File: config.mk
export PLATFORM = sky130hd
export DESIGN_NAME = keyedWatchdog
export DESIGN_NICKNAME = d
export VERILOG_FILES = /design/src/rtl/wdog_pkg.sv /design/src/rtl/wdog_dp.sv /design/src/rtl/wdog_ctrl.sv /design/src/rtl/keyedWatchdog.sv
export SDC_FILE = /design/constraint.sdc
export NUM_CORES = 1
export LEC_CHECK = 0
export BUFFER_PORTS_ARGS = -buffer_cell sky130_fd_sc_hd__buf_2
export CAP_MARGIN = 15
export CORE_MARGIN = 2
export CORE_UTILIZATION = 40
export CTS_BUF_LIST = sky130_fd_sc_hd__clkbuf_16
export DETAILED_ROUTE_END_ITERATION = 7
export PLACE_DENSITY = 0.7
export RECOVER_POWER = 100
export SLEW_MARGIN = 15
export SYNTH_ARGS = -nofsm -noshare
export SYNTH_HDL_FRONTEND = slang
export SYNTH_SLANG_ARGS = --single-unit
File: constraint.sdc
create_clock -name clk -period 4 [get_ports clk]
set_input_delay 0.4 -clock clk [delete_from_list [all_inputs] [get_ports clk]]
set_output_delay 0.4 -clock clk [all_outputs]
set_load 0.02 [all_outputs]
File: src/rtl/wdog_pkg.sv
package wdog_pkg;
  // Command words accepted by the control register
  localparam logic [15:0] CMD_HALT = 16'h3877;
  localparam logic [15:0] CMD_GO   = 16'h4A4B;
  localparam logic [15:0] CMD_ACK  = 16'h7482;
  localparam logic [15:0] CMD_OPEN = 16'hAB00;
  localparam logic [15:0] CMD_SHUT = 16'hAB01;
  localparam logic [15:0] CMD_FULL = 16'hDEAF;

  // Strobes from the control path to the counter datapath
  typedef struct packed {
    logic loadFull;
    logic loadUser;
    logic clrFlag;
    logic run;
  } dpStrobe_t;
endpackage

File: src/rtl/wdog_dp.sv
module wdog_dp
  import wdog_pkg::*;
#(
  parameter int CNT_W  = 20,
  parameter int LOAD_W = 16
) (
  input  logic              clk,
  input  logic              rstN,
  input  logic              tickEn,
  input  dpStrobe_t         strobe,
  input  logic [LOAD_W-1:0] loadData,
  output logic [CNT_W-1:0]  count,
  output logic              flag,
  output logic              expire
);
  localparam int LSB_W = CNT_W - LOAD_W;
  localparam logic [CNT_W-1:0] FULL_CNT = {{LOAD_W{1'b1}}, {LSB_W{1'b0}}};

  logic loading;
  logic nearZero;

  assign loading  = strobe.loadFull | strobe.loadUser;
  assign nearZero = (count[CNT_W-1:1] == '0);
  assign expire   = strobe.run & tickEn & nearZero & ~loading;

  always_ff @(posedge clk or negedge rstN) begin
    if (!rstN) begin
      count <= FULL_CNT;
    end else if (strobe.loadUser) begin
      count <= {loadData, {LSB_W{1'b0}}};
    end else if (strobe.loadFull) begin
      count <= FULL_CNT;
    end else if (expire) begin
      count <= '0;
    end else if (strobe.run && tickEn) begin
      count <= count - 1'b1;
    end
  end

  always_ff @(posedge clk or negedge rstN) begin
    if (!rstN) begin
      flag <= 1'b0;
    end else if (expire) begin
      flag <= 1'b1;
    end else if (strobe.clrFlag) begin
      flag <= 1'b0;
    end
  end


  cnt_no_rise_chk: assert property (@(posedge clk) disable iff (!rstN)
    !loading |=> count <= $past(count));

  user_nibble_chk: assert property (@(posedge clk) disable iff (!rstN)
    strobe.loadUser |=> count[LSB_W-1:0] == '0);

  full_load_chk: assert property (@(posedge clk) disable iff (!rstN)
    (strobe.loadFull && !strobe.loadUser) |=> count == FULL_CNT);

  expire_zero_chk: assert property (@(posedge clk) disable iff (!rstN)
    expire |=> (count == '0) && flag);

  flag_sticky_chk: assert property (@(posedge clk) disable iff (!rstN)
    (flag && !strobe.clrFlag) |=> flag);
endmodule

File: src/rtl/wdog_ctrl.sv
module wdog_ctrl
  import wdog_pkg::*;
#(
  parameter int ADDR_W = 4,
  parameter int DATA_W = 32,
  parameter int LOAD_W = 16,
  parameter int EN_W   = 16,
  parameter int EN_A_BIT = 1,
  parameter int EN_B_BIT = 4,
  parameter logic [ADDR_W-1:0] CTRL_OFS = 'h0,
  parameter logic [ADDR_W-1:0] CNT_OFS  = 'h4,
  parameter logic [ADDR_W-1:0] EN_OFS   = 'h8
) (
  input  logic              clk,
  input  logic              rstN,
  input  logic              busWrEn,
  input  logic [ADDR_W-1:0] busAddr,
  input  logic [DATA_W-1:0] busWrData,
  input  logic              expire,
  output dpStrobe_t         strobe,
  output logic [LOAD_W-1:0] loadData,
  output logic [EN_W-1:0]   rstEn,
  output logic              rstReqA,
  output logic              rstReqB
);
  logic        wrCtrl, wrCnt, wrEnReg;
  logic [15:0] cmdWord;
  logic        running, locked;
  logic        isHalt, isGo, isAck, isOpen, isShut, isFull;

  assign wrCtrl  = busWrEn && (busAddr == CTRL_OFS);
  assign wrCnt   = busWrEn && (busAddr == CNT_OFS);
  assign wrEnReg = busWrEn && (busAddr == EN_OFS);
  assign cmdWord = busWrData[15:0];

  assign isHalt = wrCtrl && (cmdWord == CMD_HALT);
  assign isGo   = wrCtrl && (cmdWord == CMD_GO);
  assign isAck  = wrCtrl && (cmdWord == CMD_ACK);
  assign isOpen = wrCtrl && (cmdWord == CMD_OPEN);
  assign isShut = wrCtrl && (cmdWord == CMD_SHUT);
  assign isFull = wrCtrl && (cmdWord == CMD_FULL);

  always_ff @(posedge clk or negedge rstN) begin
    if (!rstN) begin
      running <= 1'b0;
    end else if (expire || isHalt) begin
      running <= 1'b0;
    end else if (isGo) begin
      running <= 1'b1;
    end
  end

  always_ff @(posedge clk or negedge rstN) begin
    if (!rstN) begin
      locked <= 1'b1;
    end else if (isOpen) begin
      locked <= 1'b0;
    end else if (isShut) begin
      locked <= 1'b1;
    end
  end

  always_comb begin
    strobe.loadFull = isFull;
    strobe.loadUser = wrCnt && !locked;
    strobe.clrFlag  = isAck;
    strobe.run      = running;
  end
  assign loadData = busWrData[LOAD_W-1:0];

  // Masked enable register: upper half gates each lower bit
  for (genvar i = 0; i < EN_W; i++) begin : g_en
    always_ff @(posedge clk or negedge rstN) begin
      if (!rstN) begin
        rstEn[i] <= 1'b0;
      end else if (wrEnReg && busWrData[EN_W+i]) begin
        rstEn[i] <= busWrData[i];
      end
    end
  end

  always_ff @(posedge clk or negedge rstN) begin
    if (!rstN) begin
      rstReqA <= 1'b0;
      rstReqB <= 1'b0;
    end else begin
      rstReqA <= expire && rstEn[EN_A_BIT];
      rstReqB <= expire && rstEn[EN_B_BIT];
    end
  end


  halt_on_expire_chk: assert property (@(posedge clk) disable iff (!rstN)
    expire |=> !running);

  lock_hold_chk: assert property (@(posedge clk) disable iff (!rstN)
    (locked && !isOpen) |=> locked);

  req_a_pulse_chk: assert property (@(posedge clk) disable iff (!rstN)
    rstReqA |=> !rstReqA);

  req_b_pulse_chk: assert property (@(posedge clk) disable iff (!rstN)
    rstReqB |=> !rstReqB);
endmodule

File: src/rtl/keyedWatchdog.sv
module keyedWatchdog
  import wdog_pkg::*;
#(
  parameter int ADDR_W   = 4,
  parameter int DATA_W   = 32,
  parameter int CNT_W    = 20,
  parameter int LOAD_W   = 16,
  parameter int EN_W     = 16,
  parameter int EN_A_BIT = 1,
  parameter int EN_B_BIT = 4
) (
  input  logic              clk,
  input  logic              rstN,
  input  logic              tickEn,
  input  logic              busWrEn,
  input  logic [ADDR_W-1:0] busAddr,
  input  logic [DATA_W-1:0] busWrData,
  output logic [DATA_W-1:0] busRdData,
  output logic              timeoutFlag,
  output logic              rstReqA,
  output logic              rstReqB
);
  localparam int LSB_W = CNT_W - LOAD_W;
  localparam logic [ADDR_W-1:0] CTRL_OFS = 'h0;
  localparam logic [ADDR_W-1:0] CNT_OFS  = 'h4;
  localparam logic [ADDR_W-1:0] EN_OFS   = 'h8;

  dpStrobe_t         strobe;
  logic [LOAD_W-1:0] loadData;
  logic [CNT_W-1:0]  count;
  logic [EN_W-1:0]   rstEn;
  logic              expire;

  wdog_ctrl #(
    .ADDR_W(ADDR_W), .DATA_W(DATA_W), .LOAD_W(LOAD_W), .EN_W(EN_W),
    .EN_A_BIT(EN_A_BIT), .EN_B_BIT(EN_B_BIT),
    .CTRL_OFS(CTRL_OFS), .CNT_OFS(CNT_OFS), .EN_OFS(EN_OFS)
  ) uCtrl (
    .clk(clk), .rstN(rstN), .busWrEn(busWrEn), .busAddr(busAddr),
    .busWrData(busWrData), .expire(expire), .strobe(strobe),
    .loadData(loadData), .rstEn(rstEn), .rstReqA(rstReqA), .rstReqB(rstReqB)
  );

  wdog_dp #(.CNT_W(CNT_W), .LOAD_W(LOAD_W)) uDp (
    .clk(clk), .rstN(rstN), .tickEn(tickEn), .strobe(strobe),
    .loadData(loadData), .count(count), .flag(timeoutFlag), .expire(expire)
  );

  always_comb begin
    busRdData = '0;
    if (busAddr == CNT_OFS) begin
      busRdData = {{(DATA_W-LOAD_W){1'b0}}, count[CNT_W-1:LSB_W]};
    end else if (busAddr == EN_OFS) begin
      busRdData = {{(DATA_W-EN_W){1'b0}}, rstEn};
    end
  end
endmodule

After elaboration in Yosys (flattened, before gate mapping)
Index checks and enable logic that the tools add are counted.
{"block": "classes", "addsub": 1, "n_mul": 0, "div_mod_pow": 0, "n_lt_le_gt_ge": 0, "n_eq_ne": 8, "n_shift": 0, "mux": 12, "bitwise": 5, "reduce_logical": 37}
{"operator": "two-way mux 20 bit", "count": 4}
{"operator": "equality test 16 bit, second input constant", "count": 3}
{"operator": "equality test 16 x 15 -> 1 bit, second input constant", "count": 2}
{"operator": "two-way mux 16 bit", "count": 2}
{"operator": "logical AND 1 bit", "count": 29}
{"operator": "subtractor 20 x 1 -> 20 bit, second input constant", "count": 1}
{"operator": "zero test 19 bit", "count": 1}
{"operator": "equality test 16 x 14 -> 1 bit, second input constant", "count": 1}
{"operator": "two-way mux 1 bit", "count": 6}
{"operator": "nonzero test 2 bit", "count": 3}
{"operator": "equality test 4 x 3 -> 1 bit, second input constant", "count": 1}
{"operator": "equality test 4 bit, second input constant", "count": 1}
{"operator": "zero test 4 bit", "count": 1}
{"operator": "nonzero test 4 bit", "count": 1}
{"operator": "bitwise AND 1 bit", "count": 3}
{"operator": "zero test 1 bit", "count": 1}
{"operator": "logical OR 1 bit", "count": 1}
{"operator": "NOT 1 bit", "count": 1}
{"operator": "OR 1 bit", "count": 1}
{"block": "totals", "ff_bits": 41, "latch_bits": 0, "ram_bits": 0, "rom_bits": 0, "in_bits": 40, "output_inout_bits": 35, "word_cells": 85, "mem_count": 0}

Longest topological paths before layout
Gate-level depths: netlist (run 1).
{"block": "logic_depth", "depth_word": 9, "depth_mapped": 7, "depth_no_buf": 7}

Hierarchy
A second synthesis (run 1) with hierarchy kept.
{"block": "unflattened", "hier_cells": 354, "area_unflattened_um2": 3179.3}
{"module": "wdog_dp", "instances": 1, "cells_each": 173, "area_each_um2": 1490.2, "seq_area_each_um2": 545.5}
{"module": "wdog_ctrl", "instances": 1, "cells_each": 107, "area_each_um2": 1142.3, "seq_area_each_um2": 501.7}
{"module": "keyedWatchdog", "instances": 1, "cells_each": 74, "area_each_um2": 546.8, "seq_area_each_um2": 0.0}

Worst setup path before layout (run 1)
Ideal clock, no wire load.
{"block": "synth_timing", "path_kind": "reg-to-reg", "startpoint": "register uDp.count[7]", "endpoint": "register uDp.count[17]", "setup_ns": 0.084, "arrival_time_ns": 1.999, "required_time_ns": 3.916, "setup_slack_ns": 1.917, "stages_incl_launch_ff": 8, "n_path_buf": 2, "period_less_slack_ns": 2.083, "cell_sequence": "dfstp_2 > buf_2 > or4_4 > or2_1 > buf_6 > or4_1 > a32oi_1 > o21ai_1"}
{"block": "synth_between", "elab_chain_cells": 6, "elab_cells_between_ends": 9, "cone_classes": "add/sub (1); mux (4); bitwise (2); reduce/logical (2)"}
{"item": "start, declared", "line": "wdog_dp.sv:12", "source": "output logic [CNT_W-1:0] count,"}
{"item": "start signal, assigned", "line": "wdog_dp.sv:30", "source": "count <= {loadData, {LSB_W{1'b0}}};"}
{"item": "start signal, assigned", "line": "wdog_dp.sv:36", "source": "count <= count - 1'b1;"}
{"item": "parallel branches: the longest is 6 deep, another holds subtractor 20 x 1 -> 20 bit"}
Several ways; the timed one is not identified. The select of a mux whose other input is x is not followed.
A chain may end at the register's enable or synchronous reset.

Worst setup path after layout (run 1)
{"block": "layout_timing", "startpoint": "input busAddr[1]", "endpoint": "register uCtrl.rstReqA"}
{"block": "layout_between", "elab_chain_cells": 7, "elab_cells_between_ends": 10, "cone_classes": "eq/ne (1); bitwise (3); reduce/logical (6)"}
{"item": "start, declared", "line": "keyedWatchdog.sv:16", "source": "input logic [ADDR_W-1:0] busAddr,"}
{"item": "equality test 4 x 3 -> 1 bit or zero test 4 bit (tied branches)", "line": "wdog_ctrl.sv:32, wdog_ctrl.sv:31"}
{"item": "logical AND 1 bit (on tied branches)", "line": "wdog_ctrl.sv:32, wdog_ctrl.sv:31"}
{"item": "logical AND 1 bit (on tied branches)", "line": "wdog_ctrl.sv:65, wdog_ctrl.sv:41"}
{"item": "OR 1 bit (*)", "line": "wdog_dp.sv:22", "source": "assign loading = strobe.loadFull | strobe.loadUser;"}
{"item": "NOT 1 bit (*)", "line": "wdog_dp.sv:24", "source": "assign expire = strobe.run & tickEn & nearZero & ~loading;"}
{"item": "bitwise AND 1 bit (*)", "line": "wdog_dp.sv:24"}
{"item": "logical AND 1 bit (*)", "line": "wdog_ctrl.sv:87", "source": "rstReqA <= expire && rstEn[EN_A_BIT];"}
{"item": "end signal, assigned", "line": "wdog_ctrl.sv:87"}
{"item": "end, declared", "line": "wdog_ctrl.sv:23", "source": "output logic rstReqA,"}
Every way passes the cells marked *; elsewhere a longest branch is shown, timed or not.

==> flow_metrics.env, run 1 <==
export IMPL_die_h_um=85.8
export IMPL_max_freq_mhz=332
export IMPL_path_clk_slew_ns=0.06
export IMPL_initial_core_util_pct=41.7
export IMPL_cp_startpoint="busAddr[1]"
export IMPL_path_cells="clkbuf_1 > nor4b_1 > clkbuf_1 > nand3b_1 > buf_4 > a21bo_1 > nor2_1 > and2_0"
export IMPL_critPathSlowestCell="a21bo_1"
export IMPL_vdd_drop_max_mv=0.194
export IMPL_crit_top_cell="clkbuf_1"
export IMPL_critPathLaunchType="primary input"
export IMPL_routedWlPerCell_um=18.2
export IMPL_drcViolationCount=3
export IMPL_crit_type="primary input to flip-flop"
export IMPL_num_rows=29
export IMPL_drtPass1Iterations=8
export IMPL_syn_avg_cell_area_um2=9.22
export IMPL_final_common_cell="buf_2"
export IMPL_synthesis_area_um2=2680
export IMPL_layout_min_cycle_time_ns=3.01
export IMPL_synth_distinct_cells=49
export IMPL_yosysTopAreaCell="dfrtp_1"
export IMPL_die_w_um=85.8
export IMPL_grtUsageMet3_pct=4.62
export IMPL_synthToLayoutAreaGrowth_pct=13.8
export IMPL_r2r_start="uDp.count[15]"
export IMPL_synth_async_sr_flop_share_pct=100
export IMPL_met2_usage_pct=33.4
export IMPL_hold_viol_final=0
export IMPL_timing_slew_headroom_pct=-47.1
export IMPL_run_status="finished with violations"
export IMPL_hold_start="busWrData[3]"
export IMPL_seq_area_frac_synth_pct=39.1
export IMPL_post_cts_setup_buffers=0
export IMPL_setup_viol_count_final=0
export IMPL_drt_iter0_drc=230
export IMPL_grt_busiest_layer="met2"
export IMPL_hold_path_class="primary input to flip-flop"
export IMPL_leakagePower_nw=1.23
export IMPL_most_common_layout_cells="buf_2, nor2_1, dfrtp_1"
export IMPL_cts_buffer_depth=2
export IMPL_grt_pass1_wl_mm=12.2
export IMPL_place_inst=411
export IMPL_gp_congestion=0.882
export IMPL_p_clk_share_pct=34.0
export IMPL_dpl_cell_area_um2=2950
export IMPL_synth_edf_count=0
export IMPL_power_frac_comb_pct=17.9
export IMPL_yosys_area_top_type_share_pct=22.5
export IMPL_vias=2556
export IMPL_cts_sinks=41
export IMPL_first_global_vias=2415
export IMPL_seqPwrFrac_pct=48.1
export IMPL_grt_max_degree=42
export IMPL_p_int_uw=826
export IMPL_cts_root_buf="clkbuf_16"
export IMPL_critPathRequiredTime_ns=4.17
export IMPL_cts_resized=0
export IMPL_viasPerCell=6.10
export IMPL_rsz0062_at_grt="false"
export IMPL_holdBufCountCts=0
export IMPL_drt_antenna_violating_nets=0
export IMPL_syn_inst=290
export IMPL_cp_arrival_ns=3.18
export IMPL_portBuffers=58
export IMPL_worst_slew_pin_slew_ns=2.21
export IMPL_violations="DRC, capacitance limit, slew limit"
export IMPL_final_cells=419
export IMPL_maxCapViolCount=1
export IMPL_fin_nets=382
export IMPL_finalHoldWorstSlack_ns=0.415
export IMPL_routed_wl_mm=7.63
export IMPL_min_period_over_period_pct=75.2
export IMPL_switchingPower_uw=354
export IMPL_finalSetupTns_ns=0
export IMPL_synthTopCellsByArea="dfrtp_1, dfstp_2, mux2_2, a22o_1, nor2_1"
export IMPL_critPathMaxStageDelay_ns=0.88
export IMPL_coreArea_um2=6420
export IMPL_power_density_nw_per_um2=387
export IMPL_synth_warnings=0
export IMPL_dieArea_um2=7360
export IMPL_endpoint_kind="flip-flop"
export IMPL_clk_latency_ns=0.28
export IMPL_antenna_found_initial=0
export IMPL_io_pins=75
export IMPL_grt_use_total_pct=21.0
export IMPL_skew_ns=0.00207
export IMPL_globalRouteOverflowTotal=0
export IMPL_cts_buffers=5
export IMPL_diodes=0
export IMPL_ys_ff_latch=41
export IMPL_hpwl_mm=5.45
export IMPL_fin_area_um2=3040
export IMPL_drive_gt1_share_pct=25.1
export IMPL_cts_tree="built"
export IMPL_p_sw_share_pct=30.0
export IMPL_grt_util_met1_pct=29.3
export IMPL_drv_slew=42
export IMPL_worstPathMaxFanout=34
export IMPL_ctsHtreeMaxLevel=2
export IMPL_fin_util_pct=47.4
export IMPL_synth_flop_cell="dfrtp_1"
-- layout make-up --
cell class                 count  area (µm²)
tap                           77        96.3
fill                         629        3380
clock buffer                   5         125
inverter                       4        15.0
multi-input combinational    228        1460
timing repair buffer          61         282
clock inverter                 3        17.5
sequential                    41        1050
-- Yosys cell counts (2+ instances only) --
cell type	count
or2_2	2
buf_4	16
o21ai_1	2
mux2_2	17
a41oi_1	2
o32a_1	4
and2_1	3
o22ai_1	4
inv_1	4
nor4_1	6
nand4b_1	2
and3_1	5
a22o_1	16
o2bb2ai_1	12
a31oi_1	5
o32ai_1	8
nor4b_1	2
nor2_1	34
nor4b_2	2
nand2b_1	2
nand3_1	3
nand3b_1	2
o21ai_0	3
a21oi_1	10
or3_1	4
dfstp_2	17
nor3_1	15
clkbuf_1	9
buf_2	6
nand2_1	23
or4_1	3
dfrtp_1	24
o21a_1	3
nand4_1	4
a311oi_1	2
-- registers in the layout, indices dropped and copies added (netlist names) --
name           count
uCtrl.locked       1
uCtrl.rstEn       16
uCtrl.rstReqA      1
uCtrl.rstReqB      1
uCtrl.running      1
uDp.count         20
uDp.flag           1
-- metrics by stage --
step           setup slack, ns  power (mW)
2_1_floorplan             1.92       0.707
3_3_place_gp              1.31       0.777
3_5_place_dp              1.17       0.785
4_1_cts                   1.47        1.18
5_1_grt                  0.750        1.23
6_report                 0.992        1.18
-- cells by family (layout without fill, tap and decap cells) --
| group | Yosys count | in the layout | share of synthesized area [%] |
|---|---|---|---|
| and+or+nand+nor | 119 | 119 | 23.5 |
| AOI/OAI and AO/OA | 74 | 74 | 21.4 |
| DFF | 41 | 41 | 39.1 |
| buffers and inverters | 36 | 73 | 7.86 |
| muxes | 18 | 18 | 7.53 |
| adders and majority gates | 1 | 1 | 0.468 |
| other | 1 | 16 | 0.140 |
-- power by group through the flow --
stage	combinational [mW]	clock [mW]	sequential (mW)
floorplan	0.162	0	0.545
global placement	0.207	0	0.570
detailed placement	0.212	0	0.574
CTS	0.213	0.403	0.566
global route	0.231	0.425	0.578
finish	0.211	0.401	0.568
-- routing by layer --
layer / up-vias / wire (µm)
met3: 11 / 514
met4: 0 / 95
met5: - / 0
met2: 120 / 3590
met1: 1253 / 3430
li1: 1172 / -
-- worst max-delay path: cells and delay by family --
kind | cells | cell delay (ns)
compound gates | 1 | 0.88
simple gates | 4 | 0.85
buf+inv | 3 | 1.04
-- worst paths after layout --
check,endpoint,depth (start not counted),slack [ns]
min in group asynchronous,uCtrl.rstEn[5],1,0.75
hold / removal,uCtrl.rstEn[3],2,0.41
hold reg to reg,uDp.count[14],1,0.50
setup / recovery,uCtrl.rstReqA,8,0.99
setup reg to reg,uDp.count[2],5,1.66
max in group asynchronous,uCtrl.rstEn[3],1,1.97
No activity file was read; power rests on OpenSTA's default activity.
==> run 2: changes to the inputs <==
clock period = 3.1 ns   (was 4 ns; I/O delays follow)
==> flow_metrics.env, run 2 (synthesized netlist as in run 1, its figures left out) <==
export IMPL_run_status="finished with violations"
export IMPL_violations="DRC, capacitance limit, slew limit"
export IMPL_vias=2503
export IMPL_gp_congestion=0.893
export IMPL_clk_latency_ns=0.28
export IMPL_fin_nets=385
export IMPL_top_regs="uDp.count x20, uCtrl.rstEn x16"
export IMPL_finalHoldWorstSlack_ns=0.329
export IMPL_diodes=0
export IMPL_rsz0062_at_grt="false"
export IMPL_cts_tree="built"
export IMPL_critPathSlowestCell="clkbuf_1"
export IMPL_layout_min_cycle_time_ns=2.60
export IMPL_grt_max_degree=42
export IMPL_die_w_um=85.8
export IMPL_synthToLayoutAreaGrowth_pct=15.4
export IMPL_cts_root_buf="clkbuf_16"
export IMPL_hold_viol_final=0
export IMPL_cp_arrival_ns=2.77
export IMPL_finalSetupTns_ns=0
export IMPL_grt_pass1_wl_mm=12.4
export IMPL_most_common_layout_cells="buf_2, nor2_1, dfrtp_1"
export IMPL_reg2reg_depth=5
export IMPL_maxCapViolCount=1
export IMPL_path_clk_slew_ns=0.06
export IMPL_dieArea_um2=7360
export IMPL_max_freq_mhz=385
export IMPL_drt_antenna_violating_nets=0
export IMPL_fillers=624
export IMPL_regMostFlops="uDp.count"
export IMPL_ctsHtreeMaxLevel=2
export IMPL_regToRegSetupSlack_ns=0.77
export IMPL_hpwl_mm=5.41
export IMPL_final_common_cell="buf_2"
export IMPL_portBuffers=58
export IMPL_initial_core_util_pct=41.7
export IMPL_pre_cts_slack_ns=0.850
export IMPL_r2r_end="uDp.count[2]"
export IMPL_hold_path_class="primary input to flip-flop"
export IMPL_io_pins=75
export IMPL_path_cells="clkbuf_1 > nor4b_1 > clkbuf_1 > and2_0 > clkbuf_1 > nand2_1 > mux2_2"
export IMPL_coreArea_um2=6420
export IMPL_viasPerCell=5.93
export IMPL_holdBufCountCts=0
export IMPL_min_period_over_period_pct=83.8
export IMPL_timing_slew_headroom_pct=-45.1
export IMPL_routedWlPerCell_um=17.5
export IMPL_die_h_um=85.8
export IMPL_finalWorstSetupSlack_ns=0.501
export IMPL_routed_wl_mm=7.39
export IMPL_cts_buffer_depth=2
export IMPL_antenna_found_initial=0
export IMPL_drt_iter0_drc=199
export IMPL_critPathLaunchType="primary input"
export IMPL_drive_gt1_share_pct=24.6
export IMPL_drtPass1Iterations=6
export IMPL_num_rows=29
export IMPL_skew_ns=0.00348
export IMPL_setup_viol_count_final=0
export IMPL_first_global_vias=2420
export IMPL_cp_startpoint="busAddr[1]"
export IMPL_largest_reg_flops=20
export IMPL_globalRouteOverflowTotal=0
export IMPL_cts_resized=0
export IMPL_leakagePower_nw=1.26
export IMPL_power_density_nw_per_um2=516
export IMPL_crit_type="primary input to flip-flop"
export IMPL_vdd_drop_max_mv=0.343
export IMPL_grt_use_total_pct=21.2
export IMPL_worst_slew_pin_slew_ns=2.18
export IMPL_critPathRequiredTime_ns=3.27
export IMPL_worstPathMaxFanout=17
export IMPL_crit_top_cell="clkbuf_1"
export IMPL_cts_buffers=5
export IMPL_r2r_start="uDp.count[15]"
export IMPL_endpoint_kind="flip-flop"
export IMPL_cp_endpoint="uCtrl.rstEn[13]"
export IMPL_drv_slew=42
export IMPL_critPathMaxStageDelay_ns=0.70
export IMPL_cts_sinks=41
export IMPL_drcViolationCount=3
export IMPL_post_cts_setup_buffers=0
run 2: area by class of cell:
| type | instances | area, µm² | share of cell area (%) |
|---|---|---|---|
| multi-input cells | 228 | 1460 | 47.3 |
| clock inverters | 3 | 42.5 | 1.38 |
| well taps | 77 | 96.3 | 3.12 |
| flip-flops and latches | 41 | 1050 | 33.9 |
| repair buffers | 64 | 299 | 9.69 |
| inverters | 4 | 15.0 | 0.486 |
| clock buffers | 5 | 125 | 4.05 |
run 2: layer usage:
metal / GRT usage (%) / wire, µm
met5: 0 / 0
met4: 6.64 / 103
met3: 3.46 / 542
met2: 32.7 / 3440
met1: 30.5 / 3310
run 2: worst min path at each step:
stage,cells after the start,endpoint,slack (ns),start
2_1_floorplan,0,uCtrl.rstEn[0],0.01,rstN
4_1_cts,1,uCtrl.rstEn[5],0.20,rstN
3_5_place_dp,1,uDp.count[10],0.49,uDp.count[10]
6_report,2,uDp.count[12],0.33,busWrData[8]
5_1_grt,2,uDp.count[12],0.32,busWrData[8]
3_3_place_gp,1,uDp.count[10],0.49,uDp.count[10]
run 2: critical path, delay by kind of cell:
family	cells	cell delay [ns]
buffers and inverters	3	1.23
muxes	1	0.28
and+or+nand+nor	3	0.94
run 2: report_power, final:
group	internal (mW)	switching, mW
registers	0.646	0.0841
logic	0.125	0.148
clock network	0.378	0.213
total	1.15	0.445
run 2: metrics by stage:
stage	power [mW]	util (%)	area [µm²]	std cells
floorplan	0.913	-	2730	305
global placement	1.01	46.2	2970	414
detailed placement	1.02	46.2	2970	414
CTS	1.61	48.8	3140	422
global route	1.67	48.1	3090	422
finish	1.59	48.1	3090	422
==> run 3: changes to the inputs <==
clock period = 2.4 ns   (was 3.1 ns; I/O delays follow)
==> flow_metrics.env, run 3 (synthesized netlist as in run 1, its figures left out) <==
export IMPL_critPathSlowestCell="or4_4"
export IMPL_worstPathMaxFanout=6
export IMPL_finalHoldWorstSlack_ns=0.248
export IMPL_synthToLayoutAreaGrowth_pct=16.7
export IMPL_fin_nets=391
export IMPL_cp_num_buf_inv=0
export IMPL_skew_ns=0.00730
export IMPL_globalRouteOverflowTotal=0
export IMPL_fin_area_um2=3120
export IMPL_initial_core_util_pct=41.7
export IMPL_diodes=0
export IMPL_hold_path_class="primary input to flip-flop"
export IMPL_cts_sinks=41
export IMPL_antenna_found_initial=0
export IMPL_max_freq_mhz=456
export IMPL_die_w_um=85.8
export IMPL_run_status="finished with violations"
export IMPL_min_period_over_period_pct=91.3
export IMPL_setup_viol_count_final=0
export IMPL_top_regs="uDp.count x20, uCtrl.rstEn x16"
export IMPL_coreArea_um2=6420
export IMPL_layout_min_cycle_time_ns=2.19
export IMPL_cts_buffers=5
export IMPL_gp_congestion=0.919
export IMPL_drcViolationCount=3
export IMPL_cts_root_buf="clkbuf_16"
export IMPL_power_density_nw_per_um2=631
export IMPL_io_pins=75
export IMPL_grt_pass1_wl_mm=12.8
export IMPL_final_common_cell="buf_2"
export IMPL_viasPerCell=6.04
export IMPL_drt_antenna_violating_nets=0
export IMPL_cts_buffer_depth=2
export IMPL_timing_slew_headroom_pct=-47.8
export IMPL_hpwl_mm=5.72
export IMPL_routed_wl_mm=7.66
export IMPL_finalSetupTns_ns=0
export IMPL_clk_latency_ns=0.29
export IMPL_grt_max_degree=42
export IMPL_drive_gt1_share_pct=25.4
export IMPL_drt_iter0_drc=269
export IMPL_critical_path_top_delay_family="simple AND/OR/NAND/NOR gates"
export IMPL_maxCapViolCount=1
export IMPL_path_cells="or4_4 > or2_1 > o21ai_1 > nor3_1 > o32a_1"
export IMPL_drv_slew=42
export IMPL_violations="DRC, capacitance limit, slew limit"
export IMPL_drtPass1Iterations=6
export IMPL_pre_cts_slack_ns=0.184
export IMPL_leakagePower_nw=1.27
export IMPL_path_clk_slew_ns=0.06
export IMPL_fillers=634
export IMPL_ctsHtreeMaxLevel=2
export IMPL_most_common_layout_cells="buf_2, nor2_1, clkbuf_1"
export IMPL_critPathLaunchType="flip-flop"
export IMPL_hold_viol_final=0
export IMPL_top_layer="met4"
export IMPL_cp_arrival_ns=2.40
export IMPL_num_rows=29
export IMPL_endpoint_kind="flip-flop"
export IMPL_vias=2585
export IMPL_first_global_vias=2520
export IMPL_wl_met3_um=696
export IMPL_routedWlPerCell_um=17.9
export IMPL_critPathMaxStageDelay_ns=0.57
export IMPL_dieArea_um2=7360
export IMPL_largest_reg_flops=20
export IMPL_vdd_drop_max_mv=0.445
export IMPL_m1WireLength_mm=3.20
export IMPL_critPathRequiredTime_ns=2.61
export IMPL_dpl_cell_area_um2=3030
export IMPL_die_h_um=85.8
export IMPL_grt_use_total_pct=21.9
export IMPL_finalWorstSetupSlack_ns=0.209
export IMPL_dr_wl_met2_mm=3.62
export IMPL_rsz0062_at_grt="false"
export IMPL_post_cts_setup_buffers=0
export IMPL_cts_tree="built"
export IMPL_crit_type="flip-flop to flip-flop"
export IMPL_portBuffers=58
export IMPL_worst_slew_pin_slew_ns=2.22
export IMPL_regMostFlops="uDp.count"
-- run 3: layout make-up --
type	instances	area [µm²]	area share (%)
timing repair buffer	70	349	11.2
clock buffer	5	125	4.01
inverter	4	15.0	0.481
tap	77	96.3	3.09
multi-input combinational	228	1470	47.2
clock inverter	3	16.3	0.521
sequential	41	1050	33.6
-- run 3: layer usage --
layer	track usage, %	vias to the layer above
met1	29.6	1230
li1	-	1196
met3	3.56	13
met5	0	-
met2	36.2	146
met4	6.78	0
-- run 3: worst paths after layout --
kind                               startpoint              to  slack, ns  cells after the start
worst max-delay path             uDp.count[8]   uDp.count[12]       0.21                      5
worst min-delay path             busWrData[3]  uCtrl.rstEn[3]       0.25                      2
worst max register to register   uDp.count[8]   uDp.count[12]       0.21                      5
worst min register to register  uDp.count[14]   uDp.count[14]       0.50                      1
max in group asynchronous                rstN    uDp.count[1]       0.53                      1
min in group asynchronous                rstN  uCtrl.rstEn[5]       0.60                      1
-- run 3: report_power, final --
group          internal (mW)  switching (mW)  total [mW]
combinational          0.172           0.203       0.375
clock                  0.382           0.277       0.659
sequential             0.833           0.102       0.934
total                   1.39           0.581        1.97
-- run 3: worst reg2reg max path: stages, from the launching register on --
cell and delay (ns):
dfstp_1 0.42, or4_4 0.57, or2_1 0.33, o21ai_1 0.36, nor3_1 0.10, o32a_1 0.34
-- run 3: repair_timing --
item / 4_1_cts / 5_1_grt
hold buffers: 0 / 0
endpoints found under the hold margin: 0 / 0
gates resized for setup: 0 / 1
endpoints found under the setup margin: 0 / 6
-- run 3: metrics by stage --
| step | utilization (%) | power, mW | instances |
|---|---|---|---|
| 4_1_cts | 49.3 | 1.99 | 428 |
| 5_1_grt | 48.6 | 2.06 | 428 |
| 3_3_place_gp | 47.1 | 1.31 | 420 |
| 2_1_floorplan | - | 1.18 | 305 |
| 6_report | 48.6 | 1.97 | 428 |
| 3_5_place_dp | 47.1 | 1.33 | 420 |
